--- config.mk ---
export PLATFORM = sky130hd
export DESIGN_NAME = tvdec_i2c_ctrl
export DESIGN_NICKNAME = d
export VERILOG_FILES = /design/src/rtl/tvdec_i2c_pkg.sv /design/src/rtl/i2c_bus_sync.sv /design/src/rtl/i2c_slave_fsm.sv /design/src/rtl/tvdec_ctrl_regs.sv /design/src/rtl/tvdec_i2c_ctrl.sv
export SDC_FILE = /design/constraint.sdc
export NUM_CORES = 1
export LEC_CHECK = 0
export BUFFER_PORTS_ARGS = -buffer_cell sky130_fd_sc_hd__buf_2
export CAP_MARGIN = 0
export CORE_MARGIN = 10
export CORE_UTILIZATION = 52
export DETAILED_ROUTE_END_ITERATION = 6
export GPL_TIMING_DRIVEN = 0
export PLACE_DENSITY_LB_ADDON = 0.12
export SETUP_SLACK_MARGIN = 0.1
export SYNTH_ARGS = -nofsm -noshare
export SYNTH_HDL_FRONTEND = slang
export SYNTH_SLANG_ARGS = --single-unit
--- constraint.sdc ---
create_clock -name clk -period 1.66 [get_ports clk]
set_input_delay 0.083 -clock clk [delete_from_list [all_inputs] [get_ports clk]]
set_output_delay 0.083 -clock clk [all_outputs]
set_load 0.05 [all_outputs]
--- src/rtl/tvdec_i2c_pkg.sv ---
// Package: shared types and constants for the TV decoder control slave.
// Assumes at most eight registers of at most eight bits each.
package tvdec_i2c_pkg;

    typedef enum logic [2:0] {
        S_IDLE,
        S_ADDR,
        S_SUB,
        S_WDAT,
        S_ACK,
        S_RDAT,
        S_MACK
    } i2c_state_e;

    // Number of bits each register actually stores
    function automatic int reg_width(input int idx);
        case (idx)
            0:       return 2;
            1, 2:    return 6;
            default: return 8;
        endcase
    endfunction

    // Bit offset of a register inside the packed field vector
    function automatic int reg_offset(input int idx);
        int sum;
        sum = 0;
        for (int k = 0; k < idx; k++) sum += reg_width(k);
        return sum;
    endfunction

    // Value each register takes at reset
    function automatic logic [7:0] reg_reset_val(input int idx);
        case (idx)
            1, 2:    return 8'h1F;
            3:       return 8'h01;
            4:       return 8'h09;
            default: return 8'h00;
        endcase
    endfunction

endpackage

--- src/rtl/i2c_bus_sync.sv ---
// Module: i2c_bus_sync
// Brings SCL and SDA into the clock domain through STAGES flops each, then
// flags SCL edges and START/STOP (SDA edges while SCL stays high).
// Assumes the system clock is many times faster than the bus.
module i2c_bus_sync #(
    parameter int STAGES = 2
) (
    input  logic clk,
    input  logic rst_n,
    input  logic scl_i,
    input  logic sda_i,
    output logic sda_s,
    output logic scl_rise,
    output logic scl_fall,
    output logic start_det,
    output logic stop_det
);
    logic [STAGES-1:0] scl_pipe, sda_pipe;
    logic scl_q, sda_q, scl_s;

    // Synchronizer chains, idle-high at reset
    always_ff @(posedge clk) begin
        if (!rst_n) begin
            scl_pipe <= '1;
            sda_pipe <= '1;
        end else begin
            scl_pipe <= {scl_pipe[STAGES-2:0], scl_i};
            sda_pipe <= {sda_pipe[STAGES-2:0], sda_i};
        end
    end

    assign scl_s = scl_pipe[STAGES-1];
    assign sda_s = sda_pipe[STAGES-1];

    // One-cycle history for edge detection
    always_ff @(posedge clk) begin
        if (!rst_n) begin
            scl_q <= 1'b1;
            sda_q <= 1'b1;
        end else begin
            scl_q <= scl_s;
            sda_q <= sda_s;
        end
    end

    assign scl_rise  = scl_s & ~scl_q;
    assign scl_fall  = ~scl_s & scl_q;
    assign start_det = scl_s & scl_q & sda_q & ~sda_s;
    assign stop_det  = scl_s & scl_q & ~sda_q & sda_s;

endmodule

--- src/rtl/i2c_slave_fsm.sv ---
// Module: i2c_slave_fsm
// Byte engine of the slave. It receives the address, sub-address and data
// bytes, gives acknowledges, shifts the status byte out and raises one-cycle
// write and power-on-clear strobes. Assumes the edge flags of i2c_bus_sync.
module i2c_slave_fsm
    import tvdec_i2c_pkg::*;
#(
    parameter logic [6:0] SLAVE_ADDR = 7'h42,
    parameter int         SUB_W      = 4,
    parameter int         NUM_REGS   = 5
) (
    input  logic             clk,
    input  logic             rst_n,
    input  logic             sda_s,
    input  logic             scl_rise,
    input  logic             scl_fall,
    input  logic             start_det,
    input  logic             stop_det,
    input  logic [7:0]       status_byte,
    output logic             sda_oe,
    output logic             wr_en,
    output logic [SUB_W-1:0] wr_addr,
    output logic [7:0]       wr_data,
    output logic             por_clr
);
    localparam logic [SUB_W:0] NREG = (SUB_W+1)'(NUM_REGS);

    i2c_state_e       state, nxt_state;
    logic [3:0]       bitcnt;
    logic [7:0]       shreg;
    logic [6:0]       txreg;
    logic [SUB_W-1:0] ptr;
    logic             mack;
    logic             ptr_valid;

    assign ptr_valid = ({1'b0, ptr} < NREG);

    // Bus protocol sequencer
    always_ff @(posedge clk) begin
        if (!rst_n) begin
            state     <= S_IDLE;
            nxt_state <= S_IDLE;
            bitcnt    <= '0;
            shreg     <= '0;
            txreg     <= '0;
            ptr       <= '0;
            mack      <= 1'b0;
            sda_oe    <= 1'b0;
            wr_en     <= 1'b0;
            wr_addr   <= '0;
            wr_data   <= '0;
            por_clr   <= 1'b0;
        end else begin
            wr_en   <= 1'b0;
            por_clr <= 1'b0;
            if (start_det) begin
                state  <= S_ADDR;
                bitcnt <= '0;
                sda_oe <= 1'b0;
            end else if (stop_det) begin
                state  <= S_IDLE;
                sda_oe <= 1'b0;
            end else begin
                case (state)
                    S_ADDR, S_SUB, S_WDAT: begin
                        if (scl_rise && bitcnt < 4'd8) begin
                            shreg  <= {shreg[6:0], sda_s};
                            bitcnt <= bitcnt + 4'd1;
                        end else if (scl_fall && bitcnt == 4'd8) begin
                            bitcnt <= '0;
                            if (state == S_ADDR) begin
                                if (shreg[7:1] == SLAVE_ADDR) begin
                                    sda_oe    <= 1'b1;
                                    state     <= S_ACK;
                                    nxt_state <= shreg[0] ? S_RDAT : S_SUB;
                                end else begin
                                    state <= S_IDLE;
                                end
                            end else if (state == S_SUB) begin
                                ptr       <= shreg[SUB_W-1:0];
                                sda_oe    <= 1'b1;
                                state     <= S_ACK;
                                nxt_state <= S_WDAT;
                            end else begin
                                if (ptr_valid) begin
                                    sda_oe  <= 1'b1;
                                    wr_en   <= 1'b1;
                                    wr_addr <= ptr;
                                    wr_data <= shreg;
                                end
                                ptr       <= ptr + 1'b1;
                                state     <= S_ACK;
                                nxt_state <= S_WDAT;
                            end
                        end
                    end
                    S_ACK: begin
                        if (scl_fall) begin
                            bitcnt <= '0;
                            state  <= nxt_state;
                            if (nxt_state == S_RDAT) begin
                                txreg  <= status_byte[6:0];
                                sda_oe <= ~status_byte[7];
                            end else begin
                                sda_oe <= 1'b0;
                            end
                        end
                    end
                    S_RDAT: begin
                        if (scl_rise) begin
                            bitcnt <= bitcnt + 4'd1;
                        end else if (scl_fall) begin
                            if (bitcnt == 4'd8) begin
                                sda_oe <= 1'b0;
                                state  <= S_MACK;
                            end else begin
                                sda_oe <= ~txreg[6];
                                txreg  <= {txreg[5:0], 1'b0};
                            end
                        end
                    end
                    S_MACK: begin
                        if (scl_rise) begin
                            por_clr <= 1'b1;
                            mack    <= ~sda_s;
                        end else if (scl_fall) begin
                            if (mack) begin
                                txreg  <= status_byte[6:0];
                                sda_oe <= ~status_byte[7];
                                bitcnt <= '0;
                                state  <= S_RDAT;
                            end else begin
                                state <= S_IDLE;
                            end
                        end
                    end
                    default: ;
                endcase
            end
        end
    end

    // the drive only moves on an SCL fall or on bus framing
    a_r8_oe_moves_on_fall: assert property (@(posedge clk) disable iff (!rst_n)
        !$stable(sda_oe) |-> ($past(scl_fall) || $past(start_det) || $past(stop_det)));

    // a foreign address leaves the bus released and the engine idle
    a_r1_foreign_nack: assert property (@(posedge clk) disable iff (!rst_n)
        (state == S_ADDR && scl_fall && bitcnt == 4'd8 && shreg[7:1] != SLAVE_ADDR
         && !start_det && !stop_det) |=> (state == S_IDLE && !sda_oe));

    // any START restarts address reception with SDA released
    a_r9_start_restarts: assert property (@(posedge clk) disable iff (!rst_n)
        start_det |=> (state == S_ADDR && bitcnt == 4'd0 && !sda_oe));

    // the master's acknowledge slot is never driven by the slave
    a_r10_mack_released: assert property (@(posedge clk) disable iff (!rst_n)
        (state == S_MACK) |-> !sda_oe);

endmodule

--- src/rtl/tvdec_ctrl_regs.sv ---
// Module: tvdec_ctrl_regs
// Control register bank (one generate slice per register, each only as wide
// as its fields), packed field vector, status byte and sticky power-on flag.
// Assumes write strobes arrive only for pointers inside the bank.
module tvdec_ctrl_regs
    import tvdec_i2c_pkg::*;
#(
    parameter int NUM_REGS = 5,
    parameter int SUB_W    = 4,
    localparam int CTRL_W  = reg_offset(NUM_REGS)
) (
    input  logic              clk,
    input  logic              rst_n,
    input  logic              wr_en,
    input  logic [SUB_W-1:0]  wr_addr,
    input  logic [7:0]        wr_data,
    input  logic              por_clr,
    input  logic              det_stereo,
    input  logic              det_sap,
    input  logic              det_noise,
    output logic [7:0]        status_byte,
    output logic [CTRL_W-1:0] ctl_bits
);
    localparam logic [SUB_W:0] NREG = (SUB_W+1)'(NUM_REGS);

    logic por_q;

    for (genvar i = 0; i < NUM_REGS; i++) begin : g_reg
        localparam int         W   = reg_width(i);
        localparam int         OFF = reg_offset(i);
        localparam logic [7:0] RV  = reg_reset_val(i);
        logic [W-1:0] q;

        // Register slice i: reset value, then bus writes
        always_ff @(posedge clk) begin
            if (!rst_n)                                   q <= RV[W-1:0];
            else if (wr_en && wr_addr == SUB_W'(i))       q <= wr_data[W-1:0];
        end

        assign ctl_bits[OFF +: W] = q;
    end

    // Sticky power-on flag: set by reset, cleared by a finished status read
    always_ff @(posedge clk) begin
        if (!rst_n)       por_q <= 1'b1;
        else if (por_clr) por_q <= 1'b0;
    end

    assign status_byte = {det_sap, det_noise, 4'b0000, por_q, det_stereo};

    // writes never reach beyond the bank
    a_r3_write_in_range: assert property (@(posedge clk) disable iff (!rst_n)
        wr_en |-> ({1'b0, wr_addr} < NREG));

    // a finished read clears the flag
    a_r7_por_clears: assert property (@(posedge clk) disable iff (!rst_n)
        por_clr |=> !por_q);

    // once cleared the flag stays clear
    a_r7_por_stays_clear: assert property (@(posedge clk) disable iff (!rst_n)
        !por_q |=> !por_q);

endmodule

--- src/rtl/tvdec_i2c_ctrl.sv ---
// Module: tvdec_i2c_ctrl (top)
// Control and status slave of a TV audio decoder. It ties the bus
// synchronizer, the byte engine and the register bank together and splits the
// packed register contents into named field outputs. Assumes an open-drain
// SDA, so sda_oe=1 means pull low.
module tvdec_i2c_ctrl
    import tvdec_i2c_pkg::*;
#(
    parameter logic [6:0] SLAVE_ADDR  = 7'h42,
    parameter int         SYNC_STAGES = 2,
    parameter int         SUB_W       = 4,
    parameter int         NUM_REGS    = 5
) (
    input  logic       clk,
    input  logic       rst_n,
    input  logic       scl_i,
    input  logic       sda_i,
    output logic       sda_oe,
    input  logic       det_stereo,
    input  logic       det_sap,
    input  logic       det_noise,
    output logic [3:0] in_gain,
    output logic [5:0] sep_hf,
    output logic [5:0] sep_lf,
    output logic       test_dac,
    output logic       test_flt,
    output logic       force_st,
    output logic       out_ext,
    output logic       ext_sel,
    output logic       ext_mono1,
    output logic       ext_mono2,
    output logic       prog_sel,
    output logic       force_mono,
    output logic       prog_force,
    output logic       unmute,
    output logic       in_lvl_sel,
    output logic       aux_prog_sel,
    output logic       bypass_agc
);
    localparam int CTRL_W = reg_offset(NUM_REGS);

    logic             sda_s, scl_rise, scl_fall, start_det, stop_det;
    logic [7:0]       status_byte;
    logic             wr_en, por_clr;
    logic [SUB_W-1:0] wr_addr;
    logic [7:0]       wr_data;
    logic [CTRL_W-1:0] ctl_bits;

    i2c_bus_sync #(.STAGES(SYNC_STAGES)) u_sync (
        .clk       (clk),
        .rst_n     (rst_n),
        .scl_i     (scl_i),
        .sda_i     (sda_i),
        .sda_s     (sda_s),
        .scl_rise  (scl_rise),
        .scl_fall  (scl_fall),
        .start_det (start_det),
        .stop_det  (stop_det)
    );

    i2c_slave_fsm #(
        .SLAVE_ADDR (SLAVE_ADDR),
        .SUB_W      (SUB_W),
        .NUM_REGS   (NUM_REGS)
    ) u_fsm (
        .clk         (clk),
        .rst_n       (rst_n),
        .sda_s       (sda_s),
        .scl_rise    (scl_rise),
        .scl_fall    (scl_fall),
        .start_det   (start_det),
        .stop_det    (stop_det),
        .status_byte (status_byte),
        .sda_oe      (sda_oe),
        .wr_en       (wr_en),
        .wr_addr     (wr_addr),
        .wr_data     (wr_data),
        .por_clr     (por_clr)
    );

    tvdec_ctrl_regs #(
        .NUM_REGS (NUM_REGS),
        .SUB_W    (SUB_W)
    ) u_regs (
        .clk         (clk),
        .rst_n       (rst_n),
        .wr_en       (wr_en),
        .wr_addr     (wr_addr),
        .wr_data     (wr_data),
        .por_clr     (por_clr),
        .det_stereo  (det_stereo),
        .det_sap     (det_sap),
        .det_noise   (det_noise),
        .status_byte (status_byte),
        .ctl_bits    (ctl_bits)
    );

    // Field split (register layout of R5)
    assign test_flt     = ctl_bits[0];
    assign test_dac     = ctl_bits[1];
    assign sep_hf       = ctl_bits[7:2];
    assign sep_lf       = ctl_bits[13:8];
    assign unmute       = ctl_bits[14];
    assign prog_force   = ctl_bits[15];
    assign force_mono   = ctl_bits[16];
    assign prog_sel     = ctl_bits[17];
    assign ext_sel      = ctl_bits[18];
    assign out_ext      = ctl_bits[19];
    assign ext_mono1    = ctl_bits[20];
    assign ext_mono2    = ctl_bits[21];
    assign in_gain      = ctl_bits[25:22];
    assign force_st     = ctl_bits[26];
    assign bypass_agc   = ctl_bits[27];
    assign aux_prog_sel = ctl_bits[28];
    assign in_lvl_sel   = ctl_bits[29];

endmodule

# --- After elaboration in Yosys (flattened, before gate mapping) ---
# Index checks and enable logic that the tools add are counted.
totals:
  regBits: 82
  inputBits: 7
classes:
  n_addsub: 2
  reduce_logical: 26
  order_cmp: 2
  mux: 52
  n_eq_ne: 37
  bitwise: 22
ops:
  columns: ["op", "n"]
  rows:
  - ["$mux 7", 8]
  - ["$mux 3", 14]
  - ["$mux 4", 8]
  - ["$reduce_and 11->1", 2]
  - ["$pmux 7 s3", 1]
  - ["$ne 4x3->1 const B", 5]
  - ["$mux 1", 18]
  - ["$reduce_and 9->1", 2]
  - ["$ne 2x1->1 const B", 8]
  - ["$pmux 4 s4", 1]
  - ["$reduce_and 8->1", 2]
  - ["$not 1->1", 15]
  - ["$eq 3x3->1 const B", 4]
  - ["$ne 4x4->1 const B", 3]
  - ["$pmux 3 s4", 1]
  - ["$reduce_and 6->1", 2]
  - ["$ne 2x2->1 const B", 5]
  - ["$add 4x1->4 const B", 2]
  - ["$eq 4x2->1 const B", 2]
  - ["$reduce_and 4->1", 2]
  - ["$reduce_or 8->1", 1]
  - ["$and 1x1->1", 7]
  - ["$eq 7x7->1 const B", 1]
  - ["$logic_and 1x1->1", 7]
  - ["18 further kinds", 20]

# --- Depth between registers and ports, before layout ---
# Gate-level depths: netlist (run 1).
depth:
  depth_word: 8
  depth_mapped: 8
  ltp_nobuf: 7

# --- Cells and area by module ---
# From an unflattened synthesis (run 1), not the netlist that was laid out.
unflattened:
  hier_cells: 436
  area_unflattened_um2: 3931.3
by_module_without_submodules:
  columns: ["mod", "area_per_inst_um2", "n_inst", "seq_area_each_um2", "cells_each"]
  rows:
  - ["i2c_slave_fsm", 2417.3, 1, 900.9, 289]
  - ["tvdec_ctrl_regs", 1323.8, 1, 620.6, 131]
  - ["i2c_bus_sync", 190.2, 1, 120.1, 16]

# --- Worst setup path before layout (run 1) ---
# OpenSTA, ideal clock, no wires.
synth_timing:
  path_type: "register -> register"
  from: "register u_fsm.bitcnt[0]"
  to: "register u_fsm.state[2]"
  arrival_ns: 1.527
  setup_ns: 0.114
  required_ns: 1.546
  stages_incl_launch_ff: 8
  setup_slack_ns: 0.018
  cell_sequence: "dfxtp_1 > inv_1 > ha_1 > nand3b_2 > a21oi_1 > o21ai_1 > mux2_2 > nor2b_1"
synth_via:
  elab_chain_cells: 4
  elab_cells_between_ends: 8
synth_lines:
  columns: ["element", "line", "source"]
  rows:
  - ["from (decl)", "i2c_slave_fsm.sv:29", "logic [3:0] bitcnt;"]
  - ["from (signal assigned)", "i2c_slave_fsm.sv:68", "bitcnt <= bitcnt + 4'd1;"]
  - ["from (signal assigned)", "i2c_slave_fsm.sv:111", "bitcnt <= bitcnt + 4'd1;"]
  - ["$lt 4x4->1 or $eq 4x4->1 (tied branches)", "i2c_slave_fsm.sv:66, i2c_slave_fsm.sv:69, i2c_slave_fsm.sv:113", null]
  - ["$logic_and 1x1->1, on equally long branches", "i2c_slave_fsm.sv:66, i2c_slave_fsm.sv:69", null]
  - ["$ne 2x2->1 (no line) or $ne 2x1->1 (tied branches)", null, null]
  - ["$reduce_and 9->1 (no line) (*)", null, null]
  - ["to (signal assigned)", "i2c_slave_fsm.sv:100", "state <= nxt_state;"]
  - ["to (decl)", "i2c_slave_fsm.sv:28", "i2c_state_e state, nxt_state;"]
# Mark *: on every way between the ends. The rest lies on a longest branch, timed or not.
# A chain may end at the register's enable or synchronous reset.

# --- Final worst setup path (run 1) ---
layout_timing:
  from: "register u_sync.scl_pipe[1]"
  to: "register u_fsm.bitcnt[2]"
layout_via:
  elab_chain_cells: 5
  elab_cells_between_ends: 20
layout_lines:
  columns: ["element", "line", "source"]
  rows:
  - ["from (decl)", "i2c_bus_sync.sv:18", "logic [STAGES-1:0] scl_pipe, sda_pipe;"]
  - ["from (signal assigned)", "i2c_bus_sync.sv:27", "scl_pipe <= {scl_pipe[STAGES-2:0], scl_i};"]
  - ["$not 1->1 or $and 1x1->1 (tied branches)", "i2c_bus_sync.sv:47, i2c_bus_sync.sv:48, i2c_bus_sync.sv:49", null]
  - ["$and 1x1->1, on equally long branches", "i2c_bus_sync.sv:47, i2c_bus_sync.sv:49", null]
  - ["$logic_and 1x1->1 or $and 1x1->1 (tied branches)", "i2c_slave_fsm.sv:69, i2c_bus_sync.sv:49", null]
  - ["$ne 3x1->1 (no line) or $not 1->1 (tied branches)", null, null]
  - ["$reduce_and 8->1 (no line)", null, null]
# Several ways; a longest one is shown, not always the timed one.

==> results of run 1 <==
==> logic make-up (layout without fill, tap and decap cells) <==
family,after synthesis,in the layout
simple gates,150,150
flops,82,82
mux,57,57
compound gates,49,49
buf+inv,27,110
fa+ha+maj,4,4
xor+xnor,1,1
==> power groups by stage <==
stage	registers [uW]	logic (uW)	clock network, uW
2_1_floorplan	2020	78.0	0
3_3_place_gp	2030	109	0
3_5_place_dp	2030	110	0
4_1_cts	1980	119	1550
5_1_grt	1980	152	1640
6_report	1980	140	1510
==> sequential cells by signal (all words and copies together) (netlist names), 3 cells and up <==
name,count
u_fsm.txreg,7
u_fsm.bitcnt,4
u_fsm.nxt_state,3
u_fsm.wr_data,8
u_regs.g.q,30
u_fsm.shreg,8
u_fsm.state,3
u_fsm.wr_addr,4
u_fsm.ptr,4
==> worst min-delay path by stage <==
stage,startpoint,to,slack [ps],depth (start not counted)
final,det_sap,u_fsm.sda_oe,20,3
after global routing,det_sap,u_fsm.sda_oe,8,3
after CTS,det_sap,u_fsm.sda_oe,10,3
after detailed placement,scl_i,u_sync.scl_pipe[0],270,2
after global placement,scl_i,u_sync.scl_pipe[0],270,2
after floorplan,scl_i,u_sync.scl_pipe[0],180,1
==> layout make-up <==
class | count | area share
Buffer | 17 | 0.02570
Clock buffer | 10 | 0.03040
Clock inverter | 6 | 0.01631
Inverter | 10 | 0.008292
Multi-Input combinational cell | 261 | 0.4328
Sequential cell | 82 | 0.3657
Tap cell | 80 | 0.02211
Timing Repair Buffer | 67 | 0.09867
==> critical path: cells and delay by family, from the launching register on <==
family	cells	cell delay, ps
buffers and inverters	1	120
AND/OR/NAND/NOR	1	250
flip-flops	1	320
AO/OA/AOI/OAI	4	830
==> cells in the final DEF (no fill, tap or decap), types with 3 or more instances in the layout <==
master | synthesis | layout
clkbuf_1 | 9 | 8
nand2b_1 | 13 | 13
dfxtp_2 | 0 | 8
a311oi_1 | 3 | 3
mux2i_1 | 54 | 53
ha_1 | 4 | 3
buf_2 | 4 | 39
o21ai_2 | 0 | 3
dfxtp_1 | 82 | 73
buf_6 | 2 | 6
clkbuf_8 | 0 | 10
nand4b_1 | 3 | 3
nand3_1 | 8 | 7
buf_4 | 2 | 24
nor2b_1 | 5 | 3
nand2_1 | 34 | 33
a21oi_1 | 13 | 11
nand3b_1 | 3 | 3
nor2_1 | 52 | 52
o21ai_0 | 11 | 10
inv_1 | 9 | 7
and2_1 | 6 | 6
==> stage by stage <==
step	TNS, ps	hold WS [ps]	setup WS (ps)
after floorplan	0	184.5	119.5
after global placement	-345.1	265.7	-56.49
after detailed placement	-577.1	267.3	-61.43
after CTS	0	12.02	68.38
after global routing	-145.1	7.552	-37.27
final	0	19.65	24.21
==> metal layers <==
metal,routed length (um),vias to the layer above,track usage
li1,-,1453,-
met1,3688,1387,0.1845
met2,4119,58,0.2596
met3,365,14,0.03753
met4,133,0,0.05315
met5,0,-,0
==> what timing repair did <==
| action | in CTS | in global routing |
|---|---|---|
| pin swaps | 7 | 10 |
| cloned | 1 | 1 |
| hold buffers | 2 | 0 |
| buffers inserted | 14 | 13 |
| setup endpoints to repair | 51 | 64 |
| gates resized for setup | 22 | 30 |
| hold endpoints to repair | 2 | 0 |
==> summary.md, run 1 <==
| Metric | Value |
|---|---|
| Asr flop ratio synth | `0` |
| Synth area leaders | `dfxtp_1 (46%), mux2i_1 (15%), nor2_1 (5.5%), nand2_1 (3.6%), nand2b_1 (2.3%)` |
| Root buffer cell | `clkbuf_8` |
| Max rail drop VDD | `around 0.6 mV` |
| Fin util | `0.6737` |
| Main synth FF type | `dfxtp_1` |
| Comb pwr share | `0.038` |
| Sequential power share | `0.546` |
| Post-DP Area | `0.003852 mm2` |
| Adder-Cell Fraction of Synth Area | `0.01414` |
| Post-Layout Inst Area | `0.004527 mm2` |
| Final Max Slew Viols | `0` |
| XOR/XNOR share of the synthesized area | `0.002474` |
| Post-synthesis mux area share | `0.1622` |
| Psw | `847.9 uW` |
| GP Congestion | `0.8599` |
| DR vias/cell | `5.463` |
| Power Internal | `2781 uW` |
| Post-Layout Cell Count | `between 500 and 600` |
| WP data required | `1910 ps` |
| CP peak stage delay | `320 ps` |
| Compound-Gate Fraction of Synth Area | `0.09049` |
| Initial Util | `0.5268` |
| DRT Wirelength | `8306 um` |
| Final ANT Viol Nets | `0` |
| Total power | `3629 uW` |
| Worst r2r src | `u_sync.scl_pipe[1]` |
| Vias | `2,912` |
| Setup violators final | `0` |
| Layout area overhead | `27.89%` |
| Count leader, synth | `dfxtp_1` |
| Largest net degree at the start of global routing | `16` |
| Synthesized flop and latch total | `82` |
| Die Ht | `102.5 um` |
| Multi-input combinational cell area | `between 0.0015 and 0.002 mm2` |
| GRT Total Usage | `0.1531` |
| Mapped Area | `0.003540 mm2` |
| Slowest cell on crit path | `dfxtp_2` |
| PD cells | `approximately 800 mW/mm2` |
| Layout cell share with drive strength beyond 1 | `0.3091` |
| DRT Pass-1 Iters | `4` |
| Minimum clock period | `1636 ps` |
| Startpoint types | `register` |
| Diode count | `0` |
| First-pass GRT wire length | `12,940 um` |
| Synth cell count leaders | `dfxtp_1 (82), mux2i_1 (54), nor2_1 (52)` |
| Switch share | `0.2336` |
| Lkg Pwr | `about 0.0020 uW` |
| Reg2reg setup slack | `20 ps` |
| FP Rows | `30` |
| Rel. slew slack | `0.5882` |
| Mean area per synthesized cell | `9.567 um2` |
| Later-pin clock latency in the skew report | `350 ps` |
| Outcome | `finished, final reports clean` |
| Syn. warnings | `0` |
| Post-synthesis simple-gate area fraction | `0.2305` |
| Aggregate global routing overflow | `0` |
| Final hold violations | `0` |
| Max-cap viol count | `0` |
| Yosys top cell area share | `0.4638` |
| Clock power share | `0.416` |
| Sequential standard cell area | `0.001655 mm2` |
| Clock transition at path regs | `90 ps` |
| H-tree levels | `3` |
| Mapped Nets | `381` |
| Cell taking the most area after synthesis | `dfxtp_1` |
| DRC viols | `0` |
| Hpwl dp | `5361 um` |
| Port Buf Inserts | `36` |
| Worst setup startpoint | `u_sync.scl_pipe[1]` |
| Iteration-0 DRC Markers | `110` |
| Crit Reg-Reg Endpoint | `u_fsm.bitcnt[2]` |
| Register-to-Register Path Depth | `6` |
| TritonCTS Buffers | `9` |
| Tcrit/Tclk final | `0.9854` |
| I/O pins | `38` |
| Largest family of logic cells by synthesized area | `simple AND/OR/NAND/NOR gates` |
| Hold Path Class | `in -> reg` |
| CP Capture Point | `u_fsm.bitcnt[2]` |
| CTS sink count | `between 80 and 90` |
| Netlist cell types | `54` |
| Die width | `a little over 100 um` |
| Die Area | `around 0.011 mm2` |
| Worst path cell trace | `buf_6 > nand3b_1 > a32oi_2 > o211a_4 > o21ai_2 > a32o_1` |
| Crit-path max FO | `9` |
| Worst slew pin tran | `between 600 and 700 ps` |
| Clk buf depth | `2` |
| Worst Skew | `10.39 ps` |
| Max Clk Rate | `611.3 MHz` |
| Wire per inst | `around 16 um` |
| Vias in the first global route | `about 2,800` |
| Initial antenna violation count | `0` |
| Critical Path AT | `1880 ps` |
| RSZ-0062 raised after global routing | `true` |
| Crit Path Category | `reg -> reg` |
| Register area share after synthesis | `0.4638` |
| Core ar. | `0.006719 mm2` |
| Post-synth EDFFs | `0` |
| CTS tree | `done` |
| Placed Cells | `just under 500` |
| Synth Instances | `370` |
| Layout filler cell count | `546` |
| CP endpoint kind | `register` |
| Final net count | `~460` |
Note: power is estimated with default switching activity, not from simulation.
==> inputs of run 2 (changes only) <==
--- a/config.mk
+++ b/config.mk
@@ -12,6 +12,7 @@
 export DETAILED_ROUTE_END_ITERATION = 6
 export GPL_TIMING_DRIVEN = 0
 export PLACE_DENSITY_LB_ADDON = 0.12
+export RECOVER_POWER = 100
 export SETUP_SLACK_MARGIN = 0.1
 export SYNTH_ARGS = -nofsm -noshare
 export SYNTH_HDL_FRONTEND = slang
==> run 2 against run 1 <==
Clock skew hardly changed. Via count is 0.10% higher. Critical path type unchanged. Cell count stayed put. Die area stayed put.
==> summary.md, run 2 (synthesis results as in run 1) <==
| Metric | Value |
|---|---|
| Outcome | `finished, final reports clean (unchanged)` |
| Largest net degree at the start of global routing | `16 (unchanged)` |
| Hold WS | `14.88 ps (was 19.65 ps)` |
| Wire per inst | `15.75 um (was 15.58 um)` |
| Vias in the first global route | `2,768 (unchanged)` |
| Lkg Pwr | `0.001901 uW (was 0.002003 uW)` |
| Worst path cell trace | `buf_6 > nand4bb_1 > a32oi_2 > o211a_4 > o21ai_2 > a32o_1 (was buf_6 > nand3b_1 > a32oi_2 > o211a_4 > o21ai_2 > a32o_1)` |
| Layout cell share with drive strength beyond 1 | `0.2340 (was 0.3091)` |
| DRT Wirelength | `8395 um (was 8306 um)` |
| Later-pin clock latency in the skew report | `350 ps (about the same)` |
| Power Internal | `2781 uW (about the same)` |
| Critical Path AT | `1860 ps (was 1880 ps)` |
| CP peak stage delay | `320 ps (about the same)` |
| DR vias/cell | `5.469 (was 5.463)` |
| Biggest register | `u_regs.g.q (unchanged)` |
| Fin util | `0.6652 (was 0.6737)` |
| Max Clk Rate | `620.1 MHz (was 611.3 MHz)` |
| Clock transition at path regs | `90 ps (about the same)` |
| Clock power share | `0.416 (about the same)` |
| PD cells | `812.9 mW/mm2 (was 801.6 mW/mm2)` |
| Die Ht | `102.5 um (unchanged)` |
| Diode count | `0 (unchanged)` |
| Final net count | `459 (unchanged)` |
| Comb pwr share | `0.038 (about the same)` |
| Die width | `102.5 um (unchanged)` |
| DRT Pass-1 Iters | `4 (unchanged)` |
| Worst slack, placed | `-61.43 ps (unchanged)` |
| Psw | `852.2 uW (was 847.9 uW)` |
| Most frequent cells in the layout | `dfxtp_1 (74), mux2i_1 (53), nor2_1 (52) (was dfxtp_1 (73), mux2i_1 (53), nor2_1 (52))` |
| FP Rows | `30 (unchanged)` |
| Layout filler cell count | `572 (was 546)` |
| I/O pins | `38 (unchanged)` |
| Initial antenna violation count | `0 (unchanged)` |
| Setup violators final | `0 (unchanged)` |
| Port Buf Inserts | `36 (unchanged)` |
| RSZ-0062 raised after global routing | `true (unchanged)` |
| DRC viols | `0 (unchanged)` |
| Final Max Slew Viols | `0 (unchanged)` |
| Reg2reg setup slack | `50 ps (was 20 ps)` |
| Slowest cell on crit path | `dfxtp_1 (was dfxtp_2)` |
| Clk buf depth | `2 (unchanged)` |
| Max rail drop VDD | `0.5883 mV (about the same)` |
| Vias | `2,915 (was 2,912)` |
| Worst Skew | `10.42 ps (was 10.39 ps)` |
| Initial Util | `0.5268 (unchanged)` |
| Iteration-0 DRC Markers | `107 (was 110)` |
| Crit Path Category | `reg -> reg (unchanged)` |
| Aggregate global routing overflow | `0 (unchanged)` |
| Final hold violations | `0 (unchanged)` |
| Hpwl dp | `5361 um (unchanged)` |
| Die Area | `0.01051 mm2 (unchanged)` |
| Rel. slew slack | `0.5810 (was 0.5882)` |
| Root buffer cell | `clkbuf_8 (unchanged)` |
| First-pass GRT wire length | `12,940 um (unchanged)` |
| Tcrit/Tclk final | `0.9714 (was 0.9854)` |
| Max reg flops | `30 (unchanged)` |
| CTS tree | `done (unchanged)` |
| Final ANT Viol Nets | `0 (unchanged)` |
| Worst slew pin tran | `631.2 ps (was 617.7 ps)` |
| Sequential power share | `0.545 (was 0.546)` |
| TritonCTS Buffers | `9 (unchanged)` |
| CP endpoint kind | `register (unchanged)` |
| Max-cap viol count | `0 (unchanged)` |
| Regs by FF count | `u_regs.g.q x30, u_fsm.shreg x8, u_fsm.wr_data x8 (unchanged)` |
| GRT Total Usage | `0.1531 (unchanged)` |
| CTS sink count | `82 (unchanged)` |
| Hold Path Class | `in -> reg (unchanged)` |
| Startpoint types | `register (unchanged)` |
| WP data required | `1910 ps (about the same)` |
| Most common cell after layout, fill and taps aside | `dfxtp_1 (unchanged)` |
| H-tree levels | `3 (unchanged)` |
| GP Congestion | `0.8599 (unchanged)` |
| Final setup margin | `47.41 ps (was 24.21 ps)` |
| Switch share | `0.2346 (was 0.2336)` |
| Crit-path max FO | `9 (unchanged)` |
| Core ar. | `0.006719 mm2 (unchanged)` |
| Setup TNS | `0 ps (unchanged)` |
| Layout area overhead | `26.26% (was 27.89%)` |
| Minimum clock period | `1613 ps (was 1636 ps)` |
## run 2: cell count changes in the layout (fill, tap and decap cells not counted)
cell	before	now
dfxtp_2	8	7
dfxtp_1	73	74
and2_1	6	5
and2_0	0	1
a21oi_4	2	1
buf_2	39	7
nor2_4	1	0
clkbuf_1	8	41
buf_4	24	23
a21oi_2	1	2
nor2_2	0	1
## run 2: per-layer routing
layer / routed length, um / share of wire / GRT usage
met1: 3658 / 0.44 / 0.1845
met2: 4141 / 0.49 / 0.2596
met3: 451 / 0.054 / 0.03753
met4: 144 / 0.017 / 0.05315
met5: 0 / 0 / 0
## run 2: cell type report
cell class | instances | area (um2) | area share
tap | 80 | 100.1 | 0.02240
timing repair buffer | 67 | 404.1 | 0.09043
multi-input combinational | 261 | 1947 | 0.4356
buffer | 17 | 115.1 | 0.02576
clock inverter | 6 | 73.82 | 0.01652
sequential | 82 | 1654 | 0.3701
inverter | 10 | 37.54 | 0.008399
clock buffer | 10 | 137.6 | 0.03080
## run 2: repair_timing
item                                    CTS  global route
hold buffers                              2             0
endpoints found under the hold margin     2             0
setup buffers                            14            13
gates cloned                              1             1
endpoints found under the setup margin   51            64
gates resized for setup                  22            30
pin swaps                                 7            10
## run 2: power groups by stage
| stage | combinational (uW) | clock, uW | sequential [uW] |
|---|---|---|---|
| after global placement | 109 | 0 | 2030 |
| after floorplan | 78.0 | 0 | 2020 |
| after CTS | 119 | 1550 | 1980 |
| final | 140 | 1510 | 1980 |
| after global routing | 152 | 1640 | 1980 |
| after detailed placement | 110 | 0 | 2030 |
## run 2: path summary, 6_finish.rpt
| kind | startpoint | cells after the start | endpoint |
|---|---|---|---|
| setup / recovery | u_sync.scl_pipe[1] | 6 | u_fsm.bitcnt[2] |
| hold / removal | det_sap | 3 | u_fsm.sda_oe |
| setup reg to reg | u_sync.scl_pipe[1] | 6 | u_fsm.bitcnt[2] |
| hold reg to reg | u_sync.sda_pipe[0] | 1 | u_sync.sda_pipe[1] |
## run 2: metrics by stage
stage	total power [uW]	area, um2	std cells
after floorplan	2102	3572	370
after global placement	2135	3852	486
after detailed placement	2135	3852	486
after CTS	3651	4293	519
after global routing	3779	4469	533
final	3633	4469	533
## run 2: worst max-delay path: cells and delay by family (launching register included)
kind                   cells  cell delay, ps
buffers and inverters      1             130
flip-flops                 1             320
AND/OR/NAND/NOR            1             210
AO/OA/AOI/OAI              4             850
